[config.mk]
export PLATFORM = sky130hd
export DESIGN_NAME = ramwin_top
export DESIGN_NICKNAME = d
export VERILOG_FILES = /design/src/rtl/ramwin_pkg.sv /design/src/rtl/ramwin_ptr.sv /design/src/rtl/ramwin_bank.sv /design/src/rtl/ramwin_hostif.sv /design/src/rtl/ramwin_top.sv
export SDC_FILE = /design/constraint.sdc
export NUM_CORES = 2
export LEC_CHECK = 0
export CAP_MARGIN = 20
export CELL_PAD_IN_SITES_DETAIL_PLACEMENT = 0
export CELL_PAD_IN_SITES_GLOBAL_PLACEMENT = 1
export CORE_AREA = 2 2 263 265
export CTS_BUF_LIST = sky130_fd_sc_hd__clkbuf_4 sky130_fd_sc_hd__clkbuf_8
export DETAILED_ROUTE_END_ITERATION = 12
export DIE_AREA = 0 0 265 267
export PLACE_DENSITY = 0.9
export SLEW_MARGIN = 20
export SYNTH_ARGS = -nofsm -noshare
export SYNTH_HDL_FRONTEND = slang
export SYNTH_SLANG_ARGS = --single-unit
[constraint.sdc]
create_clock -name clk -period 6.9 [get_ports clk]
set_input_delay 0.69 -clock clk [delete_from_list [all_inputs] [get_ports clk]]
set_output_delay 0.69 -clock clk [all_outputs]
set_load 0.01 [all_outputs]
[src/rtl/ramwin_pkg.sv]
// Package: shared encodings for the indirect memory window.
// Assumes: pointer top two bits select the region.
package ramwin_pkg;
    typedef enum logic [1:0] {
        RGN_TX   = 2'd0,
        RGN_RX   = 2'd1,
        RGN_CMD  = 2'd2,
        RGN_RSVD = 2'd3
    } region_e;

    typedef enum logic {
        OFF_PTR  = 1'b0,
        OFF_DATA = 1'b1
    } hoff_e;
endpackage

[src/rtl/ramwin_ptr.sv]
// Module: entry pointer register.
// Does: holds the pointer, loads it on a direct write, adds one on a data access.
// Assumes: load and advance are never requested in the same cycle; load wins if they are.
module ramwin_ptr #(
    parameter int PTR_W = 6
) (
    input  logic             clk,
    input  logic             rst_n,
    input  logic             load_en,
    input  logic [PTR_W-1:0] load_val,
    input  logic             inc_en,
    output logic [PTR_W-1:0] ptr
);
    // Pointer update: reset, load, or modulo-2^PTR_W advance.
    always_ff @(posedge clk) begin
        if (!rst_n)       ptr <= '0;
        else if (load_en) ptr <= load_val;
        else if (inc_en)  ptr <= ptr + 1'b1;
    end
endmodule

[src/rtl/ramwin_bank.sv]
// Module: register-file storage array with a host write port and a serial write port.
// Does: exposes every entry for combinational reads; the host write wins on an index clash.
// Assumes: small depth, so flops are acceptable; tie the serial port to zero when unused.
module ramwin_bank #(
    parameter int W     = 16,
    parameter int DEPTH = 16,
    parameter int IDX_W = $clog2(DEPTH)
) (
    input  logic                      clk,
    input  logic                      rst_n,
    input  logic                      host_we,
    input  logic [IDX_W-1:0]          host_idx,
    input  logic [W-1:0]              host_wdata,
    input  logic                      ser_we,
    input  logic [IDX_W-1:0]          ser_idx,
    input  logic [W-1:0]              ser_wdata,
    output logic [DEPTH-1:0][W-1:0]   mem_q
);
    for (genvar e = 0; e < DEPTH; e++) begin : g_entry
        logic host_hit;
        logic ser_hit;
        // Per-entry hit decode for both write ports.
        always_comb begin
            host_hit = host_we && (host_idx == IDX_W'(e));
            ser_hit  = ser_we  && (ser_idx  == IDX_W'(e));
        end
        // Entry storage: host write first, serial write second.
        always_ff @(posedge clk) begin
            if (!rst_n)        mem_q[e] <= '0;
            else if (host_hit) mem_q[e] <= host_wdata;
            else if (ser_hit)  mem_q[e] <= ser_wdata;
        end
    end
endmodule

[src/rtl/ramwin_hostif.sv]
// Module: host handshake for the pointer/data register pair.
// Does: completes writes at once; holds reads for one wait cycle, capturing read data.
// Assumes: the host keeps hsel, hwrite and hoffs stable until hready.
module ramwin_hostif
    import ramwin_pkg::*;
#(
    parameter int DATA_W = 16
) (
    input  logic              clk,
    input  logic              rst_n,
    input  logic              hsel,
    input  logic              hwrite,
    input  logic              hoffs,
    input  logic [DATA_W-1:0] rd_word,
    output logic [DATA_W-1:0] hrdata,
    output logic              hready,
    output logic              rd_busy,
    output logic              ptr_wr,
    output logic              data_wr,
    output logic              ptr_inc
);
    logic              rd_off_q;
    logic [DATA_W-1:0] rd_data_q;
    logic              rd_start;

    // Request decode for this cycle.
    always_comb begin
        rd_start = hsel && !hwrite && !rd_busy;
        ptr_wr   = hsel && hwrite && !rd_busy && (hoffs == OFF_PTR);
        data_wr  = hsel && hwrite && !rd_busy && (hoffs == OFF_DATA);
        ptr_inc  = data_wr || (rd_busy && (rd_off_q == OFF_DATA));
        hready   = !rd_start;
        hrdata   = rd_busy ? rd_data_q : '0;
    end

    // Wait-state tracking and read data capture.
    always_ff @(posedge clk) begin
        if (!rst_n) begin
            rd_busy   <= 1'b0;
            rd_off_q  <= OFF_PTR;
            rd_data_q <= '0;
        end else if (rd_start) begin
            rd_busy   <= 1'b1;
            rd_off_q  <= hoffs;
            rd_data_q <= rd_word;
        end else begin
            rd_busy   <= 1'b0;
        end
    end
endmodule

[src/rtl/ramwin_top.sv]
// Module: indirect memory window top.
// Does: pointer plus data port over transmit, receive and command arrays,
//       with serial-side read and write ports.
// Assumes: region index is the top two pointer bits; command bytes use the upper lane.
module ramwin_top
    import ramwin_pkg::*;
#(
    parameter int DATA_W = 16,
    parameter int CMD_W  = 8,
    parameter int DEPTH  = 16,
    localparam int IDX_W = $clog2(DEPTH),
    localparam int PTR_W = IDX_W + 2
) (
    input  logic              clk,
    input  logic              rst_n,
    input  logic              hsel,
    input  logic              hwrite,
    input  logic              hoffs,
    input  logic [DATA_W-1:0] hwdata,
    output logic [DATA_W-1:0] hrdata,
    output logic              hready,
    input  logic [IDX_W-1:0]  ser_tx_idx,
    output logic [DATA_W-1:0] ser_tx_data,
    input  logic [IDX_W-1:0]  ser_cmd_idx,
    output logic [CMD_W-1:0]  ser_cmd_data,
    input  logic              ser_rx_we,
    input  logic [IDX_W-1:0]  ser_rx_idx,
    input  logic [DATA_W-1:0] ser_rx_wdata
);
    localparam int LOW_W = DATA_W - CMD_W;

    logic [PTR_W-1:0]              ptr;
    region_e                       region;
    logic [IDX_W-1:0]              idx;
    logic                          rd_busy, ptr_wr, data_wr, ptr_inc;
    logic [DATA_W-1:0]             rd_word, data_word;
    logic [DEPTH-1:0][DATA_W-1:0]  tx_mem, rx_mem;
    logic [DEPTH-1:0][CMD_W-1:0]   cmd_mem;
    logic                          tx_we, rx_we, cmd_we;

    // Region and entry decode of the pointer.
    always_comb begin
        region = region_e'(ptr[PTR_W-1 -: 2]);
        idx    = ptr[IDX_W-1:0];
        tx_we  = data_wr && (region == RGN_TX);
        rx_we  = data_wr && (region == RGN_RX);
        cmd_we = data_wr && (region == RGN_CMD);
    end

    // Host read selection: data entry by region, or the pointer itself.
    always_comb begin
        unique case (region)
            RGN_TX:  data_word = tx_mem[idx];
            RGN_RX:  data_word = rx_mem[idx];
            RGN_CMD: data_word = {cmd_mem[idx], {LOW_W{1'b0}}};
            default: data_word = '0;
        endcase
        rd_word = (hoffs == OFF_DATA) ? data_word : {{(DATA_W-PTR_W){1'b0}}, ptr};
    end

    // Serial-side read ports.
    always_comb begin
        ser_tx_data  = tx_mem[ser_tx_idx];
        ser_cmd_data = cmd_mem[ser_cmd_idx];
    end

    ramwin_hostif #(.DATA_W(DATA_W)) u_hif (
        .clk(clk), .rst_n(rst_n),
        .hsel(hsel), .hwrite(hwrite), .hoffs(hoffs),
        .rd_word(rd_word), .hrdata(hrdata), .hready(hready),
        .rd_busy(rd_busy), .ptr_wr(ptr_wr), .data_wr(data_wr), .ptr_inc(ptr_inc)
    );

    ramwin_ptr #(.PTR_W(PTR_W)) u_ptr (
        .clk(clk), .rst_n(rst_n),
        .load_en(ptr_wr), .load_val(hwdata[PTR_W-1:0]),
        .inc_en(ptr_inc), .ptr(ptr)
    );

    ramwin_bank #(.W(DATA_W), .DEPTH(DEPTH)) u_tx (
        .clk(clk), .rst_n(rst_n),
        .host_we(tx_we), .host_idx(idx), .host_wdata(hwdata),
        .ser_we(1'b0), .ser_idx('0), .ser_wdata('0),
        .mem_q(tx_mem)
    );

    ramwin_bank #(.W(DATA_W), .DEPTH(DEPTH)) u_rx (
        .clk(clk), .rst_n(rst_n),
        .host_we(rx_we), .host_idx(idx), .host_wdata(hwdata),
        .ser_we(ser_rx_we), .ser_idx(ser_rx_idx), .ser_wdata(ser_rx_wdata),
        .mem_q(rx_mem)
    );

    ramwin_bank #(.W(CMD_W), .DEPTH(DEPTH)) u_cmd (
        .clk(clk), .rst_n(rst_n),
        .host_we(cmd_we), .host_idx(idx), .host_wdata(hwdata[DATA_W-1 -: CMD_W]),
        .ser_we(1'b0), .ser_idx('0), .ser_wdata('0),
        .mem_q(cmd_mem)
    );
endmodule

# Word-level counts from Yosys, hierarchy flattened
# Cells that the tools add are included.
[totals] inputBits=50 reg_bits=664
[classes] eq_ne=32 mux=48 magnitude_cmp=3 n_addsub=1 reduce_logical=98 bitwise_logic=1
[op_table] op="$mux 16" n=37
[op_table] op="$bmux 16 s4" n=3
[op_table] op="$logic_and 1x1->1" n=74
[op_table] op="$bmux 8 s4" n=2
[op_table] op="$eq 4x4->1 const B" n=16
[op_table] op="$pmux 16 s3" n=1
[op_table] op="$reduce_bool 2->1" n=17
[op_table] op="$eq 4x3->1 const B" n=8
[op_table] op="$eq 4x2->1 const B" n=4
[op_table] op="$mux 8" n=2
[op_table] op="$lt 4x5->1 const B" n=3
[op_table] op="$mux 6" n=2
[op_table] op="$eq 4x1->1 const B" n=2
[op_table] op="$logic_not 4->1" n=2
[op_table] op="$add 6x1->6 const B" n=1
[op_table] op="$logic_not 1->1" n=3
[op_table] op="$eq 2x1->1 const B" n=1
[op_table] op="$eq 2x2->1 const B" n=1
[op_table] op="$logic_not 2->1" n=1
[op_table] op="$logic_or 1x1->1" n=1
[op_table] op="$mux 1" n=1
[op_table] op="$not 1->1" n=1

# Depth between registers and ports, before layout
[depth] word_depth=6 mapped_depth=12 depth_no_buf=6

# Cells and area by module
# From an unflattened synthesis, not the netlist that was laid out.
[unflattened] hier_cells=4901 area_unflattened_um2=41665.0
[modules_own_cells] module="ramwin_bank at u_rx ..." cells_per_inst=1619 seq_area_each_um2=5124.9 area_per_inst_um2=12751.0 instances=2
[modules_own_cells] module="ramwin_top" cells_per_inst=696 seq_area_each_um2=0.0 area_per_inst_um2=8555.7 instances=1
[modules_own_cells] module="ramwin_bank at u_cmd" cells_per_inst=831 seq_area_each_um2=2562.5 area_per_inst_um2=6427.4 instances=1
[modules_own_cells] module="ramwin_hostif" cells_per_inst=101 seq_area_each_um2=360.3 area_per_inst_um2=867.1 instances=1
[modules_own_cells] module="ramwin_ptr" cells_per_inst=35 seq_area_each_um2=120.1 area_per_inst_um2=312.8 instances=1

# Worst setup path before layout
# OpenSTA, ideal clock, no wires.
[synth_timing] path_kind="input to output" startpoint="input ser_cmd_idx[1]" endpoint="output ser_cmd_data[0]" path_buffers=3 slack_ns=3.573 arrival_time_ns=2.637 required_time_ns=6.210 cell_stages=5 cell_sequence="clkbuf_1 -> clkbuf_1 -> clkbuf_1 -> mux4_2 -> mux4_2"
[synth_between] elab_chain_cells=2
[synth_rtl] element="start: declaration" line="ramwin_top.sv:24" text="input logic [IDX_W-1:0] ser_cmd_idx,"
[synth_rtl] element="$bmux 8 s4" line="ramwin_top.sv:64" text="ser_cmd_data = cmd_mem[ser_cmd_idx];"
[synth_rtl] element="$mux 8 (not written as such)" line="ramwin_top.sv:64"
[synth_rtl] element="end: declaration" line="ramwin_top.sv:25" text="output logic [CMD_W-1:0] ser_cmd_data,"
# No other way between the ends. The select of a mux whose other input is x is not followed.

# Worst setup path in the final report
[layout_timing] startpoint="input ser_tx_idx[0]" endpoint="output ser_tx_data[5]"
[layout_between] elab_chain_cells=2
[layout_rtl] element="start: declaration" line="ramwin_top.sv:22" text="input logic [IDX_W-1:0] ser_tx_idx,"
[layout_rtl] element="$bmux 16 s4" line="ramwin_top.sv:63" text="ser_tx_data = tx_mem[ser_tx_idx];"
[layout_rtl] element="$mux 16 (not written as such)" line="ramwin_top.sv:63"
[layout_rtl] element="end: declaration" line="ramwin_top.sv:23" text="output logic [DATA_W-1:0] ser_tx_data,"
# No other way between the ends. The select of a mux whose other input is x is not followed.

==> impl_metrics.py <==
metrics = {
    "route": {
        "viasPerCell": 6.49,
        "wl_per_cell_um": 25.0,
        "drt-total-wl_um": 110000,
        "ant_nets": 0,
        "first_pass_iters": 5,
        "vias": 28400,
        "drc": 0,
        "drtIter0Drc": 3470,
    },
    "sta": {
        "finalHoldViolations": 0,
        "layout_setup_ws_ns": 2.70,
        "finalCritPeriodShare_pct": 60.9,
        "worst_slew_pin_slew_ns": 1.23,
        "setup_violations": 0,
        "clock.fmax_mhz": 238,
        "fin_setup_tns_ns": 0,
        "finClkSkew_ns": 0.0208,
        "rsz0062_at_grt": "false",
        "slew_headroom_pct": 15.8,
        "slew_viol_final": 0,
        "fin_crit_ns": 4.20,
    },
    "synth": {
        "seq_area_frac_synth_pct": 38.6,
        "synth_commonest_cells": "dfxtp_1, nor2_1, mux2i_1, clkbuf_1",
        "syn_area_per_cell_um2": 9.78,
        "yosys_register_bits": 664,
        "ys_warn_count": 0,
        "ys_types": 53,
        "synth_most_common_cell": "dfxtp_1",
        "yosys-top-cells-area": "dfxtp_1, mux2i_1, mux4_2",
        "synth_nets": 3570,
        "synth_async_sr_flop_share_pct": 0,
        "synth_edf_count": 0,
        "syn-cell-area_um2": 34400,
        "synthCells": 3516,
        "yosys_most_used_dff": "dfxtp_1",
        "yosysTopAreaCell": "dfxtp_1",
        "yosys.area.top_type_share_pct": 38.6,
    },
    "critical_path": {
        "cp_slowest_cell": "buf_4",
        "rrSetupSlack_ns": 3.10,
        "r2r_end": "u_cmd.mem_q[120]",
        "critical-path-top-delay-family": "buffers and inverters",
        "path_cells": "buf_4, buf_4, mux4_2, mux4_2, clkdlybuf4s50_1",
        "r2r-start": "u_ptr.ptr[1]",
        "critPathLaunchType": "input pin",
        "path_depth": 5,
        "worstRegToRegCells": 6,
        "arrival_ns": 3.51,
        "end_kind": "output port",
        "crit_type": "input pin to output port",
        "cp_num_buf_inv": 3,
        "max_stage_delay_ns": 0.62,
        "cp_max_fo": 41,
        "required_ns": 6.21,
        "worstSetupStartpoint": "ser_tx_idx[0]",
    },
    "worst_hold_path": {
        "hold_end": "u_hif.rd_off_q",
        "whs_path_depth": 2,
        "hold_path_startpoint": "u_hif.rd_off_q",
        "hp-class": "flip-flop to flip-flop",
    },
    "placement": {
        "dpl.hpwl_um": 64800,
        "io_buffers": 90,
        "place_inst": 4182,
        "pre_cts_ws_ns": 2.62,
        "gp_congestion": 0.866,
    },
    "power": {
        "cellLeakagePower_uw": 0.0150,
        "vdd_drop_max_v": 0.000136,
        "powerDensity_nw_per_um2": 218,
        "power_uw": 8240,
    },
    "global_routing": {
        "grt_usage_pct": 30.4,
        "grt_pass1_wl_um": 166000,
        "overflow": 0,
        "grt_max_degree": 233,
        "grt_pass1_vias": 26900,
        "antenna_found_initial": 1,
    },
    "clock_network": {
        "cts_root_buf": "clkbuf_8",
        "postCtsHoldBufs": 0,
        "cts_resized": 0,
        "clock_latency_ns": 0.72,
        "clkTransAtPathRegs_ns": 0.06,
        "cts_setup_buffers": 0,
        "numCtsBuffers": 107,
        "clk_path_buf_depth": 3,
        "htree_levels": 3,
        "cts.sink_count": 664,
        "tritoncts": "done",
    },
    "floorplanning": {
        "rows": 96,
        "dieArea_um2": 70800,
        "die_x_um": 265,
        "die_h_um": 267,
        "core_area_um2": 68000,
        "io_pins": 91,
        "start_util_pct": 50.6,
    },
    "job": {
        "cap_violations": 0,
    },
    "final_layout": {
        "stdcell_count": 4382,
        "nFillCells": 5758,
        "fin_util_pct": 55.6,
        "area_delta_synth_final_pct": 9.95,
        "drive_gt1_share_pct": 17.3,
        "fin_nets": 3464,
    },
    "outcome": {
        "status": "finished, final reports clean",
    },
}
[how the worst max path moves through the flow]
stage | slack (ns) | endpoint
after CTS | 2.61 | ser_tx_data[5]
final | 2.70 | ser_tx_data[5]
after floorplan | 3.57 | ser_cmd_data[0]
after global placement | 2.66 | ser_tx_data[5]
after detailed placement | 2.62 | ser_tx_data[5]
after global routing | 2.50 | ser_tx_data[5]
[routing by layer]
layer  wire (um)  global-route usage (%)
met1       44800                    41.1
met2       49700                    47.0
met3        9770                    5.47
met4        5450                    14.7
met5           0                       0
[cells by family (layout without fill, tap and decap cells)]
family / after synthesis / in the layout / share of synthesized area (%)
compound gates: 600 / 600 / 12.3
xor+xnor: 1 / 1 / 0.0255
flops: 664 / 664 / 38.6
fa+ha+maj: 4 / 4 / 0.145
mux: 795 / 795 / 31.3
simple gates: 1052 / 1052 / 12.7
other cells: 0 / 5 / 0
buf+inv: 400 / 379 / 4.92
[stage by stage]
| stage | area, um2 | hold WS, ns |
|---|---|---|
| final | 37800 | 0.484 |
| after global routing | 37800 | 0.496 |
| after CTS | 37800 | 0.481 |
| after detailed placement | 35400 | 0.470 |
| after global placement | 35400 | 0.465 |
| after floorplan | 34400 | 0.418 |
[power by group]
part	switching (uW)	internal, uW	total (uW)	leakage [uW]
sequential	41.8	3860	3900	0.00536
clock	1630	2070	3710	0.00124
combinational	437	193	631	0.00836
[final cells by class]
type | count | area [um2] | area share (%)
inverter | 6 | 30.0 | 0.0794
multi-input combinational | 2452 | 19500 | 51.5
antenna | 5 | 12.5 | 0.0331
sequential | 664 | 13300 | 35.2
clock buffer | 179 | 2240 | 5.92
clock inverter | 15 | 116 | 0.308
timing repair buffer | 179 | 1560 | 4.12
tap | 882 | 1100 | 2.92
[registers in the layout, summed over array words and instances (netlist names)]
name,count
u_rx.mem_q,256
u_tx.mem_q,256
u_cmd.mem_q,128
u_hif.rd_data_q,16
u_ptr.ptr,6
u_hif.rd_busy,1
u_hif.rd_off_q,1
[worst register-to-register path, cell delays in order, from the launching register on]
cell	delay, ns
dfxtp_4	0.94
buf_4	0.75
ha_1	0.74
nand2_1	0.42
nor2_1	0.57
nand2_1	0.13
a21oi_1	0.17
[layout by cell type (no fill, tap or decap), types with 87 or more instances in the layout]
| master | n |
|---|---|
| a211oi_1 | 131 |
| a311oi_1 | 161 |
| buf_4 | 87 |
| clkbuf_8 | 143 |
| dfxtp_1 | 661 |
| mux2i_1 | 519 |
| mux4_2 | 216 |
| nand2_1 | 214 |
| nor2_1 | 650 |
| o21ai_0 | 169 |
Power figures use the tool's default switching activity.
